===== src/rtl/rit_pkg.sv =====
// Shared definitions for the repetitive interrupt timer.
// Assumes a 2-bit register address and a 4-bit control field.
package rit_pkg;

    typedef enum logic [1:0] {
        REG_CMP  = 2'd0,
        REG_MASK = 2'd1,
        REG_CTRL = 2'd2,
        REG_CNT  = 2'd3
    } rit_reg_e;

    localparam int CTRL_W        = 4;
    localparam int CTRL_FLAG_BIT = 0;
    localparam int CTRL_BRK_BIT  = 1;
    localparam int CTRL_EN_BIT   = 2;
    localparam int CTRL_CLRM_BIT = 3;

endpackage


===== src/rtl/rit_match.sv =====
// Masked comparator and run qualification.
// Produces the run state and a one-cycle match event. The event is only
// raised while counting runs. Purely combinational.
module rit_match #(
    parameter int CNT_W = 32
) (
    input  logic [CNT_W-1:0] cnt,
    input  logic [CNT_W-1:0] cmp,
    input  logic [CNT_W-1:0] mask,
    input  logic             en,
    input  logic             brk_en,
    input  logic             dbg_halt,
    output logic             run,
    output logic             match_evt
);

    logic [CNT_W-1:0] bit_miss;

    // Per-bit mismatch, forced to zero where the mask marks a don't-care.
    for (genvar i = 0; i < CNT_W; i++) begin : g_bit
        assign bit_miss[i] = (cnt[i] ^ cmp[i]) & ~mask[i];
    end

    // Counting runs unless software disabled it or break halts it.
    always_comb run = en & ~(brk_en & dbg_halt);

    // A match event needs a running counter and no mismatching bit.
    always_comb match_evt = run & ~(|bit_miss);

endmodule


===== src/rtl/rit_counter.sv =====
// Free-running counter with software load and optional clear on match.
// Assumes load, run and match_evt are valid before the clock edge.
module rit_counter #(
    parameter int CNT_W = 32
) (
    input  logic             clk,
    input  logic             rst_n,
    input  logic             run,
    input  logic             match_evt,
    input  logic             clr_on_match,
    input  logic             load,
    input  logic [CNT_W-1:0] load_val,
    output logic [CNT_W-1:0] cnt
);

    localparam logic [CNT_W-1:0] ONE = CNT_W'(1);

    // Counter update: load first, then clear on match, then increment.
    always_ff @(posedge clk) begin
        if (!rst_n)                         cnt <= '0;
        else if (load)                      cnt <= load_val;
        else if (match_evt && clr_on_match) cnt <= '0;
        else if (run)                       cnt <= cnt + ONE;
    end

    AST_CNT_STEP: assert property (@(posedge clk) disable iff (!rst_n)
        run && !load && !(match_evt && clr_on_match) |=> cnt == CNT_W'($past(cnt) + ONE));
    AST_CNT_HOLD: assert property (@(posedge clk) disable iff (!rst_n)
        !run && !load |=> $stable(cnt));
    AST_CNT_LOAD: assert property (@(posedge clk) disable iff (!rst_n)
        load |=> cnt == $past(load_val));
    AST_CNT_CLR_MATCH: assert property (@(posedge clk) disable iff (!rst_n)
        match_evt && clr_on_match && !load |=> cnt == '0);

endmodule


===== src/rtl/rit_regs.sv =====
// Compare, mask and control registers, plus the sticky interrupt flag.
// Assumes one write per cycle, with the write strobes already decoded.
// A hardware set of the flag has priority over a software clear.
module rit_regs #(
    parameter int CNT_W = 32
) (
    input  logic             clk,
    input  logic             rst_n,
    input  logic             wr_cmp,
    input  logic             wr_mask,
    input  logic             wr_ctrl,
    input  logic [CNT_W-1:0] wdata,
    input  logic             match_evt,
    output logic [CNT_W-1:0] cmp_q,
    output logic [CNT_W-1:0] mask_q,
    output logic             en_q,
    output logic             brk_q,
    output logic             clrm_q,
    output logic             flag_q
);
    import rit_pkg::*;

    logic flag_clr;

    // Compare register, resets to all ones.
    always_ff @(posedge clk) begin
        if (!rst_n)      cmp_q <= '1;
        else if (wr_cmp) cmp_q <= wdata;
    end

    // Mask register, resets to no don't-care bits.
    always_ff @(posedge clk) begin
        if (!rst_n)       mask_q <= '0;
        else if (wr_mask) mask_q <= wdata;
    end

    // Control bits; enable and break enable come out of reset set.
    always_ff @(posedge clk) begin
        if (!rst_n) begin
            en_q   <= 1'b1;
            brk_q  <= 1'b1;
            clrm_q <= 1'b0;
        end else if (wr_ctrl) begin
            en_q   <= wdata[CTRL_EN_BIT];
            brk_q  <= wdata[CTRL_BRK_BIT];
            clrm_q <= wdata[CTRL_CLRM_BIT];
        end
    end

    // Clear request: a control write with a one in the flag position.
    always_comb flag_clr = wr_ctrl & wdata[CTRL_FLAG_BIT];

    // Sticky flag: a match sets it, a clear request clears it, a set wins.
    always_ff @(posedge clk) begin
        if (!rst_n)         flag_q <= 1'b0;
        else if (match_evt) flag_q <= 1'b1;
        else if (flag_clr)  flag_q <= 1'b0;
    end

    AST_FLAG_SET: assert property (@(posedge clk) disable iff (!rst_n)
        match_evt |=> flag_q);
    AST_FLAG_CLEAR: assert property (@(posedge clk) disable iff (!rst_n)
        flag_clr && !match_evt |=> !flag_q);
    AST_FLAG_KEEP: assert property (@(posedge clk) disable iff (!rst_n)
        !flag_clr && !match_evt |=> flag_q == $past(flag_q));
    AST_SET_WINS: assert property (@(posedge clk) disable iff (!rst_n)
        flag_clr && match_evt |=> flag_q);

endmodule


===== src/rtl/rpt_irq_timer.sv =====
// Repetitive interrupt timer, top level.
// Decodes the register port, combines the counter, the comparator and the
// registers, and returns read data combinationally. Assumes CNT_W >= 4.
module rpt_irq_timer #(
    parameter int CNT_W = 32
) (
    input  logic             clk,
    input  logic             rst_n,
    input  logic             bus_wr,
    input  logic [1:0]       bus_addr,
    input  logic [CNT_W-1:0] bus_wdata,
    output logic [CNT_W-1:0] bus_rdata,
    input  logic             dbg_halt,
    output logic             irq
);
    import rit_pkg::*;

    rit_reg_e         sel;
    logic             wr_cmp, wr_mask, wr_ctrl, wr_cnt;
    logic [CNT_W-1:0] cnt, cmp_q, mask_q;
    logic             en_q, brk_q, clrm_q, flag_q;
    logic             run, match_evt;
    logic [CTRL_W-1:0] ctrl_view;

    // Address decode into one write strobe per register.
    always_comb begin
        sel     = rit_reg_e'(bus_addr);
        wr_cmp  = bus_wr && (sel == REG_CMP);
        wr_mask = bus_wr && (sel == REG_MASK);
        wr_ctrl = bus_wr && (sel == REG_CTRL);
        wr_cnt  = bus_wr && (sel == REG_CNT);
    end

    rit_regs #(.CNT_W(CNT_W)) u_regs (
        .clk       (clk),
        .rst_n     (rst_n),
        .wr_cmp    (wr_cmp),
        .wr_mask   (wr_mask),
        .wr_ctrl   (wr_ctrl),
        .wdata     (bus_wdata),
        .match_evt (match_evt),
        .cmp_q     (cmp_q),
        .mask_q    (mask_q),
        .en_q      (en_q),
        .brk_q     (brk_q),
        .clrm_q    (clrm_q),
        .flag_q    (flag_q)
    );

    rit_match #(.CNT_W(CNT_W)) u_match (
        .cnt       (cnt),
        .cmp       (cmp_q),
        .mask      (mask_q),
        .en        (en_q),
        .brk_en    (brk_q),
        .dbg_halt  (dbg_halt),
        .run       (run),
        .match_evt (match_evt)
    );

    rit_counter #(.CNT_W(CNT_W)) u_counter (
        .clk          (clk),
        .rst_n        (rst_n),
        .run          (run),
        .match_evt    (match_evt),
        .clr_on_match (clrm_q),
        .load         (wr_cnt),
        .load_val     (bus_wdata),
        .cnt          (cnt)
    );

    // Control view in its bit positions.
    always_comb begin
        ctrl_view                = '0;
        ctrl_view[CTRL_FLAG_BIT] = flag_q;
        ctrl_view[CTRL_BRK_BIT]  = brk_q;
        ctrl_view[CTRL_EN_BIT]   = en_q;
        ctrl_view[CTRL_CLRM_BIT] = clrm_q;
    end

    // Read mux, zero-extending the control view.
    always_comb begin
        case (sel)
            REG_CMP:  bus_rdata = cmp_q;
            REG_MASK: bus_rdata = mask_q;
            REG_CTRL: bus_rdata = CNT_W'(ctrl_view);
            default:  bus_rdata = cnt;
        endcase
    end

    // Interrupt output mirrors the sticky flag.
    always_comb irq = flag_q;

    AST_HALT_HOLDS: assert property (@(posedge clk) disable iff (!rst_n)
        brk_q && dbg_halt && !wr_cnt |=> $stable(cnt));
    AST_NO_EVT_PAUSED: assert property (@(posedge clk) disable iff (!rst_n)
        !run && !irq && !wr_ctrl |=> !irq);

endmodule


===== config.mk =====
export PLATFORM = sky130hd
export DESIGN_NAME = rpt_irq_timer
export DESIGN_NICKNAME = d
export VERILOG_FILES = /design/src/rtl/rit_pkg.sv /design/src/rtl/rit_match.sv /design/src/rtl/rit_counter.sv /design/src/rtl/rit_regs.sv /design/src/rtl/rpt_irq_timer.sv
export SDC_FILE = /design/constraint.sdc
export NUM_CORES = 1
export LEC_CHECK = 0
export ABC_AREA = 1
export BUFFER_PORTS_ARGS = -buffer_cell sky130_fd_sc_hd__buf_2
export CORE_ASPECT_RATIO = 0.5
export CORE_MARGIN = 4
export CORE_UTILIZATION = 44
export DETAILED_ROUTE_END_ITERATION = 10
export PLACE_DENSITY = 0.69
export SKIP_LAST_GASP = 1
export SLEW_MARGIN = 25
export SYNTH_ARGS = -nofsm -noshare
export SYNTH_HDL_FRONTEND = slang
export SYNTH_HIERARCHICAL = 1
export SYNTH_SLANG_ARGS = --single-unit

===== constraint.sdc =====
create_clock -name clk -period 1.8 [get_ports clk]
set_input_delay 0.18 -clock clk [delete_from_list [all_inputs] [get_ports clk]]
set_output_delay 0.18 -clock clk [all_outputs]
set_load 0.02 [all_outputs]

; Word-level counts from Yosys, hierarchy flattened
; Index checks and enable logic that the tools add are counted.
[totals]
out_inout_bits = 33
reg_bits = 100
inputBits = 38
[op_classes]
eq_ne = 3
reduce_logical = 9
add_sub_neg = 1
mux = 6
n_bitwise = 102
[op_table]
columns = operator, n
row1 = 2-to-1 mux 32 bit, 3
row2 = one-hot mux 32 bit (3 select lines), 1
row3 = bitwise AND 1 bit, 36
row4 = inverter 1 bit, 34
row5 = adder 32 x 1 -> 32 bit (second input constant), 1
row6 = OR reduction 32 bit, 1
row7 = bitwise XOR 1 bit, 32
row8 = logical AND 1 bit, 5
row9 = equality test 2 bit (second input constant), 2
row10 = nonzero test 3 bit, 1
row11 = equality test 2 x 1 -> 1 bit (second input constant), 1
row12 = zero test 2 bit, 1
row13 = 2-to-1 mux 1 bit, 2
row14 = nonzero test 2 bit, 1

; Logic depth before layout (Yosys ltp)
; Gate-level depths: netlist (run 1).
[depth]
ltp_word = 8
depth_mapped = 18

; Cells and area by module
; Netlist (run 1), hierarchy kept.
[modules_own_cells]
columns = mod, n_inst, cells_per_inst, area_each_um2, seq_area_each_um2
row1 = rit_counter, 1, 379, 2406.1, 640.6
row2 = rit_regs, 1, 297, 2343.5, 1361.3
row3 = rit_match, 1, 185, 785.8, 0.0
row4 = rpt_irq_timer, 1, 152, 650.6, 0.0

; Worst setup path before layout (run 1)
; OpenSTA, ideal clock, no wires.
[synth_timing]
path_type = register to register
startpoint = register u_counter.cnt[0]
endpoint = register u_counter.cnt[11]
required_ns = 1.678
stages_incl_launch_ff = 18
arrival_ns = 1.791
n_path_buf = 2
slack_ns = -0.112
synth_period_minus_slack_ns = 1.912
setup_ns = 0.122
cell_sequence = dfxtp_1 > or2_0 > nand2_1 > nand2_1 > inv_1 > nand2_1 > nor2_1 > nand3_1 > nor2_1 > nand2_1 > nand2_8 > inv_8 > nand2_4 > inv_2 > buf_6 > buf_12 > a21oi_2 > a21oi_2
[synth_between]
elab_chain_cells = 8
word_cells_on_any_way = 11
cone_classes = add/sub (1) / mux (3) / bitwise (4) / reduce/logical (3)
[synth_rtl]
columns = element, line_no
row1 = "start, declared", rit_counter.sv:13  ; output logic [CNT_W-1:0] cnt
row2 = "start signal, assigned", rit_counter.sv:21  ; else if (load) cnt <= load_val;
row3 = "start signal, assigned", rit_counter.sv:23  ; else if (run) cnt <= cnt + ONE;
row4 = bitwise XOR 1 bit (*), rit_match.sv:21  ; assign bit_miss[i] = (cnt[i] ^ cmp[i]) & ~mask[i];
row5 = bitwise AND 1 bit (*), rit_match.sv:21
row6 = OR reduction 32 bit (*), rit_match.sv:28  ; always_comb match_evt = run & ~(|bit_miss);
row7 = inverter 1 bit (*), rit_match.sv:28
row8 = bitwise AND 1 bit (*), rit_match.sv:28
row9 = via match_evt, rpt_irq_timer.sv:22  ; logic run, match_evt;
row10 = logical AND 1 bit (*), rit_counter.sv:22  ; else if (match_evt && clr_on_match) cnt <= '0;
row11 = 2-to-1 mux 32 bit, rit_counter.sv:22
row12 = 2-to-1 mux 32 bit, rit_counter.sv:21
; The timed path passes the listed nets; every way through them passes the cells marked *. The select of a mux whose other input is x is not followed.
; A chain may end at the register's enable or synchronous reset.

; Final worst setup path (run 1)
[layout_timing]
startpoint = register u_regs.cmp_q[16]
endpoint = register u_counter.cnt[27]
[layout_between]
elab_chain_cells = 8
word_cells_on_any_way = 9
cone_classes = mux (2) / bitwise (4) / reduce/logical (3)
[layout_rtl]
columns = element, line_no
row1 = "start, declared", rit_regs.sv:14  ; output logic [CNT_W-1:0] cmp_q,
row2 = "start signal, assigned", rit_regs.sv:28  ; else if (wr_cmp) cmp_q <= wdata;
row3 = bitwise XOR 1 bit (*), rit_match.sv:21
row4 = bitwise AND 1 bit (*), rit_match.sv:21
row5 = OR reduction 32 bit (*), rit_match.sv:28
row6 = inverter 1 bit (*), rit_match.sv:28
row7 = bitwise AND 1 bit (*), rit_match.sv:28
row8 = via match_evt, rpt_irq_timer.sv:22
row9 = logical AND 1 bit (*), rit_counter.sv:22
row10 = 2-to-1 mux 32 bit, rit_counter.sv:22
row11 = 2-to-1 mux 32 bit, rit_counter.sv:21
; The timed path passes the listed nets; every way through them passes the cells marked *.

==> results.sh, run 1 <==
export IMPL_cp_data_arrival_time_ps=2210
export IMPL_syn_inst=1013
export IMPL_wire_per_inst_um=14.9
export IMPL_synth_nets=1052
export IMPL_gp_congestion=0.938
export IMPL_rr_worst_depth=15
export IMPL_syn_area_per_cell_um2=6.11
export IMPL_status="finished, violations left"
export IMPL_postRouteAntennaNets=0
export IMPL_power_density_nw_per_um2=742
export IMPL_endpoint_kind="flop"
export IMPL_vias=7003
export IMPL_area_delta_synth_final_pct=28.9
export IMPL_crit_end="u_counter/cnt[27]$_SDFFE_PN0P_"
export IMPL_finalHoldViolations=0
export IMPL_grt_setup_unrepaired="yes"
export IMPL_cts_root_buf="clkbuf_16"
export IMPL_power_w=0.00592
export IMPL_reg2reg_from="u_regs/cmp_q[16]$_SDFFE_PN1P_"
export IMPL_postSynthRegisterBits=100
export IMPL_fp_dieW_um=176
export IMPL_start_kind="flop"
export IMPL_timing_fmax_mhz=506
export IMPL_crit_start="u_regs/cmp_q[16]$_SDFFE_PN1P_"
export IMPL_setup_ws_ps=-174
export IMPL_ir_worst_vdd_uv=376
export IMPL_synth_xor_area_frac=0.00142
export IMPL_yosysWarnings=6
export IMPL_grt_max_degree=101
export IMPL_regToRegSetupSlack_ps=-170
export IMPL_insertion_delay_ps=350
export IMPL_dp_hpwl_um=13800
export IMPL_grt_pass1_wl_um=32500
export IMPL_fin_skew_ps=11.2
export IMPL_reg2reg_to="u_counter/cnt[27]$_SDFFE_PN0P_"
export IMPL_synth_compound_area_frac=0.145
export IMPL_ctsHtreeMaxLevel=3
export IMPL_yosys_area_share_simple=0.419
export IMPL_drt_iter0_drc=604
export IMPL_clkTransAtPathRegs_ps=70
export IMPL_max_cap_violations=0
export IMPL_p_leak_nw=3.77
export IMPL_fillers=1347
export IMPL_fin_util=0.584
export IMPL_drv_slew=0
export IMPL_setup_violations=32
export IMPL_cts_buffers=9
export IMPL_dr_pass1_iters=5
export IMPL_rows=30
export IMPL_post_route_period_util=1.10
export IMPL_ioPinCount=71
export IMPL_cts_tree="built"
export IMPL_failed_checks="setup timing"
export IMPL_dp_cells=1335
export IMPL_slew_headroom=0.496
export IMPL_grt_pass1_vias=6388
export IMPL_required_ps=2040
export IMPL_die_h_um=91.8
export IMPL_synth_mux_area_frac=0
export IMPL_portBuffers=70
export IMPL_worst_pin_slew_ps=754
export IMPL_hold_class="in -> reg"
export IMPL_clock_sinks=100
export IMPL_netlist_area_um2=6190
export IMPL_crit_fanout=13
export IMPL_synth_top_family_by_area="simple AND/OR/NAND/NOR gates"
export IMPL_design_area_um2=7980
export IMPL_path_class="reg -> reg"
export IMPL_nNetsFinal=1197
export IMPL_layout_min_cycle_time_ps=1970
export IMPL_cts_buffer_depth=2
export IMPL_yosysSeqAreaShare=0.324
export IMPL_routed_wl_um=20200
export IMPL_placed_area_um2=7380
export IMPL_dieArea_um2=16100
export IMPL_antenna_found_initial=0
export IMPL_grt_overflow_total=0
export IMPL_layoutNonFillerInstCount=1355
export IMPL_drive_gt1_frac=0.275
export IMPL_synthAdderAreaFrac=0.00202
export IMPL_design_core_area_um2=13700
export IMPL_start_util=0.453
export IMPL_synth_distinct_cells=37
export IMPL_drc=0
export IMPL_pre_cts_slack_ps=-211
export IMPL_diodes=0
export IMPL_grt_util_all_layers=0.246
export IMPL_viasPerCell=5.17
cells by family (layout without fill, tap and decap cells):
group	Yosys count	count (layout)
flops	100	100
xor+xnor	1	1
buf+inv	151	301
simple gates	602	602
fa+ha+maj	1	1
compound gates	158	158
flip-flops by register name, indices dropped and copies added, names as in the netlist:
signal and flops:
u_regs/cmp_q 32, u_regs/brk_q 1, u_regs/en_q 1, u_regs/flag_q 1
u_counter/cnt 32, u_regs/clrm_q 1, u_regs/mask_q 32
metal layers:
layer  vias up  part of all wire  GRT usage
met5         -                 0          0
met4         0             0.015     0.0629
met3        23             0.076     0.0474
met2       235              0.43      0.371
met1      3237              0.48      0.361
li1       3508                 -          -
worst min path at each step:
stage	startpoint	cells after the start	to	slack (ps)
floorplan	bus_wdata[31]	2	u_regs/cmp_q[31]$_SDFFE_PN1P_	300
global placement	bus_wdata[9]	3	u_regs/cmp_q[9]$_SDFFE_PN1P_	430
detailed placement	bus_wdata[9]	3	u_regs/cmp_q[9]$_SDFFE_PN1P_	430
CTS	bus_wdata[31]	3	u_regs/cmp_q[31]$_SDFFE_PN1P_	80
global route	bus_wdata[27]	3	u_regs/cmp_q[27]$_SDFFE_PN1P_	90
finish	bus_wdata[9]	3	u_regs/cmp_q[9]$_SDFFE_PN1P_	90
cell usage after synthesis:
cell type	instances	area [µm²]
clkinv_1	5	18.8
inv_6	1	8.76
nand2_2	7	43.8
ha_1	1	12.5
or2_1	2	12.5
nand3b_1	3	22.5
nor2_2	8	50.1
clkbuf_2	4	20.0
or2_0	3	18.8
buf_12	1	20.0
o21ai_0	76	380
buf_6	3	33.8
a21boi_2	1	11.3
inv_8	1	11.3
nor2_4	7	78.8
a21oi_2	21	184
nand4_1	5	31.3
o21bai_1	4	30.0
nand2_8	1	20.0
inv_1	91	342
nand2_1	311	1170
inv_2	9	33.8
o21ai_1	1	5.00
a32oi_1	1	8.76
nor2_1	122	458
o211ai_1	2	15.0
nor3_1	3	15.0
nand3_2	2	20.0
dfxtp_1	100	2000
nand3_1	123	616
clkbuf_1	8	30.0
buf_4	6	45.0
a21oi_1	52	260
xnor2_1	1	8.76
or2_2	3	18.8
nand2_4	2	22.5
buf_2	22	110
placed cells by master (no fill, tap or decap), types with 9 or more instances in the layout:
| cell type | n |
|---|---|
| nor2_1 | 115 |
| dfxtp_1 | 76 |
| buf_2 | 70 |
| clkbuf_16 | 9 |
| inv_1 | 89 |
| buf_4 | 98 |
| nand3_1 | 121 |
| a21oi_1 | 30 |
| inv_2 | 10 |
| o21ai_0 | 70 |
| nor2_2 | 14 |
| dfxtp_2 | 22 |
| nand2_2 | 9 |
| nand2_1 | 308 |
| a21oi_4 | 10 |
| a21oi_2 | 33 |
worst max-delay path: stages (launching register included):
cell and delay (ps):
dfxtp_2 330, nor2_1 100, nor2_1 40, nand2_1 90, nand4_1 180, nor2_2 170, nand3_2 100, nor2_4 130
nand2_4 80, nand2_8 100, inv_8 40, nand2_8 90, inv_8 60, buf_12 150, a21oi_1 120, a21oi_1 80
per-stage QoR:
| stage | hold WS, ps | TNS [ps] |
|---|---|---|
| after detailed placement | 432 | -4920 |
| after CTS | 77.0 | -4030 |
| after global placement | 429 | -3040 |
| after global routing | 94.7 | -6860 |
| final | 85.4 | -4350 |
| after floorplan | 302 | -441 |
repair_timing:
item	in CTS	in global routing
endpoints found under the setup margin	32	32
gates cloned	1	1
buffers inserted	0	2
hold buffers	0	0
pin swaps	18	13
gates resized for setup	32	56
power by group:
part / internal, W / switching, W / total (W)
Combinational: 0.000643 / 0.000932 / 0.00157
Clock: 0.000946 / 0.000899 / 0.00184
Sequential: 0.00237 / 0.000128 / 0.00250
Total: 0.00396 / 0.00196 / 0.00592
area by class of cell:
class                           instances  area [µm²]  share of cell area
Clock buffer                           11         233              0.0292
Inverter                              107         422              0.0529
Multi-Input combinational cell        762        3740               0.469
Timing Repair Buffer                  178        1260               0.158
Tap cell                              192         240              0.0301
Clock inverter                          5        37.5             0.00471
Sequential cell                       100        2040               0.255
Note: power is estimated with default switching activity, not from simulation.
==> run 2, diff against run 1 <==
--- a/config.mk
+++ b/config.mk
@@ -7,11 +7,14 @@
 export LEC_CHECK = 0
 export ABC_AREA = 1
 export BUFFER_PORTS_ARGS = -buffer_cell sky130_fd_sc_hd__buf_2
+export CELL_PAD_IN_SITES_DETAIL_PLACEMENT = 1
+export CELL_PAD_IN_SITES_GLOBAL_PLACEMENT = 1
 export CORE_ASPECT_RATIO = 0.5
 export CORE_MARGIN = 4
-export CORE_UTILIZATION = 44
+export CORE_UTILIZATION = 37
 export DETAILED_ROUTE_END_ITERATION = 10
-export PLACE_DENSITY = 0.69
+export PLACE_DENSITY = 0.81
+export SETUP_SLACK_MARGIN = 0.15
 export SKIP_LAST_GASP = 1
 export SLEW_MARGIN = 25
 export SYNTH_ARGS = -nofsm -noshare
==> run 2 against run 1 <==
  * The run still ends with setup timing left
  * Non-clock buffer count increased by 20
  * Critical path depth decreased by 3
  * Sequential share of layout area decreased by 1.1 points
  * Setup slack got worse by 240 ps
  * Final area increased by 4.3%
  * Combinational power increased by 13%
  * Maximum frequency decreased by 11%
  * Cell count increased by 4.1%
  * Hold slack improved by 9.8 ps
  * Sequential power about the same
  * Total power increased by 4.1%
  * Routed wire length increased by 42%
==> results.sh, run 2 (synthesis gave the netlist of run 1 again) <==
export IMPL_finalHoldViolations=0
export IMPL_rows=33
export IMPL_p_leak_nw=3.92
export IMPL_postRouteAntennaNets=0
export IMPL_fillers=2189
export IMPL_holdPathEnd="u_regs/cmp_q[27]$_SDFFE_PN1P_"
export IMPL_drive_gt1_frac=0.294
export IMPL_grt_overflow_total=0
export IMPL_power_density_nw_per_um2=741
export IMPL_layout_common_cells="307 x nand2_1, 117 x nand3_1, 115 x nor2_1, 109 x buf_4, 87 x inv_1"
export IMPL_area_delta_synth_final_pct=34.5
export IMPL_wire_per_inst_um=20.4
export IMPL_cts_root_buf="clkbuf_16"
export IMPL_hold_class="in -> reg"
export IMPL_clock_sinks=100
export IMPL_post_route_period_util=1.23
export IMPL_start_kind="flop"
export IMPL_cts_hold_buf=0
export IMPL_grt_pass1_vias=7960
export IMPL_viasPerCell=5.50
export IMPL_drt_iter0_drc=542
export IMPL_fin_skew_ps=9.08
export IMPL_worst_path_buf_inv=2
export IMPL_status="finished, violations left"
export IMPL_vias=7760
export IMPL_pre_cts_slack_ps=-253
export IMPL_crit_fanout=12
export IMPL_clkTransAtPathRegs_ps=70
export IMPL_power_w=0.00616
export IMPL_die_h_um=99.4
export IMPL_routed_wl_um=28700
export IMPL_holdWs_ps=95.2
export IMPL_nNetsFinal=1217
export IMPL_start_util=0.377
export IMPL_setup_ws_ps=-411
export IMPL_timing_fmax_mhz=452
export IMPL_crit_family="simple AND/OR/NAND/NOR gates"
export IMPL_holdPathStages=3
export IMPL_dp_hpwl_um=17300
export IMPL_drv_slew=0
export IMPL_setup_violations=33
export IMPL_layout_commonest_cell="nand2_1"
export IMPL_layout_min_cycle_time_ps=2210
export IMPL_cts_tree="built"
export IMPL_slew_headroom=0.460
export IMPL_cp_slowest_cell="dfxtp_1"
export IMPL_insertion_delay_ps=350
export IMPL_worst_pin_slew_ps=810
export IMPL_diodes=0
export IMPL_grt_pass1_wl_um=42100
export IMPL_failed_checks="setup timing"
export IMPL_drc=0
export IMPL_ir_worst_vdd_uv=488
export IMPL_grt_max_degree=101
export IMPL_reg_top3="u_counter/cnt: 32 flops, u_regs/cmp_q: 32 flops, u_regs/mask_q: 32 flops"
export IMPL_gp_congestion=0.866
export IMPL_path_class="reg -> reg"
export IMPL_dieArea_um2=19000
export IMPL_rr_worst_depth=12
export IMPL_min_delay_start="bus_wdata[27]"
export IMPL_cts_buffer_depth=2
export IMPL_antenna_found_initial=0
export IMPL_design_core_area_um2=16400
export IMPL_slowest_delay_ps=340
export IMPL_reg2reg_from="u_regs/cmp_q[12]$_SDFFE_PN1P_"
export IMPL_grt_util_all_layers=0.276
export IMPL_dr_pass1_iters=5
export IMPL_ctsHtreeMaxLevel=3
export IMPL_regToRegSetupSlack_ps=-410
export IMPL_endpoint_kind="flop"
export IMPL_cp_data_arrival_time_ps=2470
export IMPL_crit_start="u_regs/cmp_q[12]$_SDFFE_PN1P_"
export IMPL_grt_setup_unrepaired="yes"
export IMPL_ioPinCount=71
export IMPL_cts_buffers=9
export IMPL_fp_dieW_um=191
export IMPL_portBuffers=70
export IMPL_reg2reg_to="u_counter/cnt[0]$_SDFFE_PN0P_"
export IMPL_required_ps=2060
export IMPL_crit_chain="o21ai_0 > nand2_1 > nor2_2 > nand3_2 > nor2_4 > nand2_4 > nand2_8 > inv_8 > nand2_8 > buf_8 > o21ai_0 > a21oi_1"
export IMPL_max_cap_violations=0
run 2: cell types whose count changed in the layout (fill, tap and decap cells not counted), moves of 3 or more:
| cell | before | now |
|---|---|---|
| a21oi_2 | 33 | 29 |
| a21oi_4 | 10 | 16 |
| buf_4 | 98 | 109 |
| buf_6 | 3 | 7 |
| nand3_1 | 121 | 117 |
| nand3_2 | 4 | 8 |
| o21ai_0 | 70 | 74 |
| o21ai_1 | 4 | 1 |
run 2: where the power goes:
group | total, W | internal, W | switching (W) | leakage [nW]
clock | 0.00186 | 0.000947 | 0.000916 | 0.126
sequential | 0.00252 | 0.00238 | 0.000143 | 0.825
combinational | 0.00178 | 0.000684 | 0.00110 | 2.97
total | 0.00616 | 0.00401 | 0.00216 | 3.92
run 2: layout make-up:
class | instances | area (µm²) | area share
clock inverters | 5 | 37.5 | 0.00451
multi-input cells | 762 | 3820 | 0.459
repair buffers | 198 | 1490 | 0.179
inverters | 107 | 422 | 0.0507
clock buffers | 11 | 233 | 0.0280
well taps | 227 | 284 | 0.0341
flip-flops and latches | 100 | 2030 | 0.244
run 2: how the worst max path moves through the flow:
stage,end,cells past startpoint,slack (ps)
floorplan,u_counter/cnt[11]$_SDFFE_PN0P_,17,-50
global placement,u_counter/cnt[20]$_SDFFE_PN0P_,14,-170
detailed placement,u_counter/cnt[24]$_SDFFE_PN0P_,14,-250
CTS,u_counter/cnt[11]$_SDFFE_PN0P_,15,-190
global route,u_regs/flag_q$_SDFFE_PN0P_,14,-450
finish,u_counter/cnt[0]$_SDFFE_PN0P_,12,-410
run 2: routing by layer:
metal / track usage / wire [µm]
met2: 0.469 / 13400
met1: 0.359 / 12300
met5: 0 / 0
met3: 0.0491 / 2000
met4: 0.0883 / 1060
run 2: through the flow:
step	TNS, ps	instances	cell area, µm²	utilization
after global placement	-4080	1381	7530	0.459
after floorplan	-441	1013	6200	-
after detailed placement	-6660	1381	7530	0.459
final	-11900	1410	8320	0.507
after global routing	-12810	1410	8320	0.507
after CTS	-5640	1405	8060	0.492
run 2: timing repair:
item / 4_1_cts / 5_1_grt
gates resized for setup: 47 / 55
cloned: 1 / 2
endpoints found under the setup margin: 32 / 33
buffers inserted: 7 / 3
pin swaps: 12 / 12
run 2: tightest hold or removal path, stage by stage:
cell	delay, ps
buf_2	120
nand2_1	50
nand3_1	60
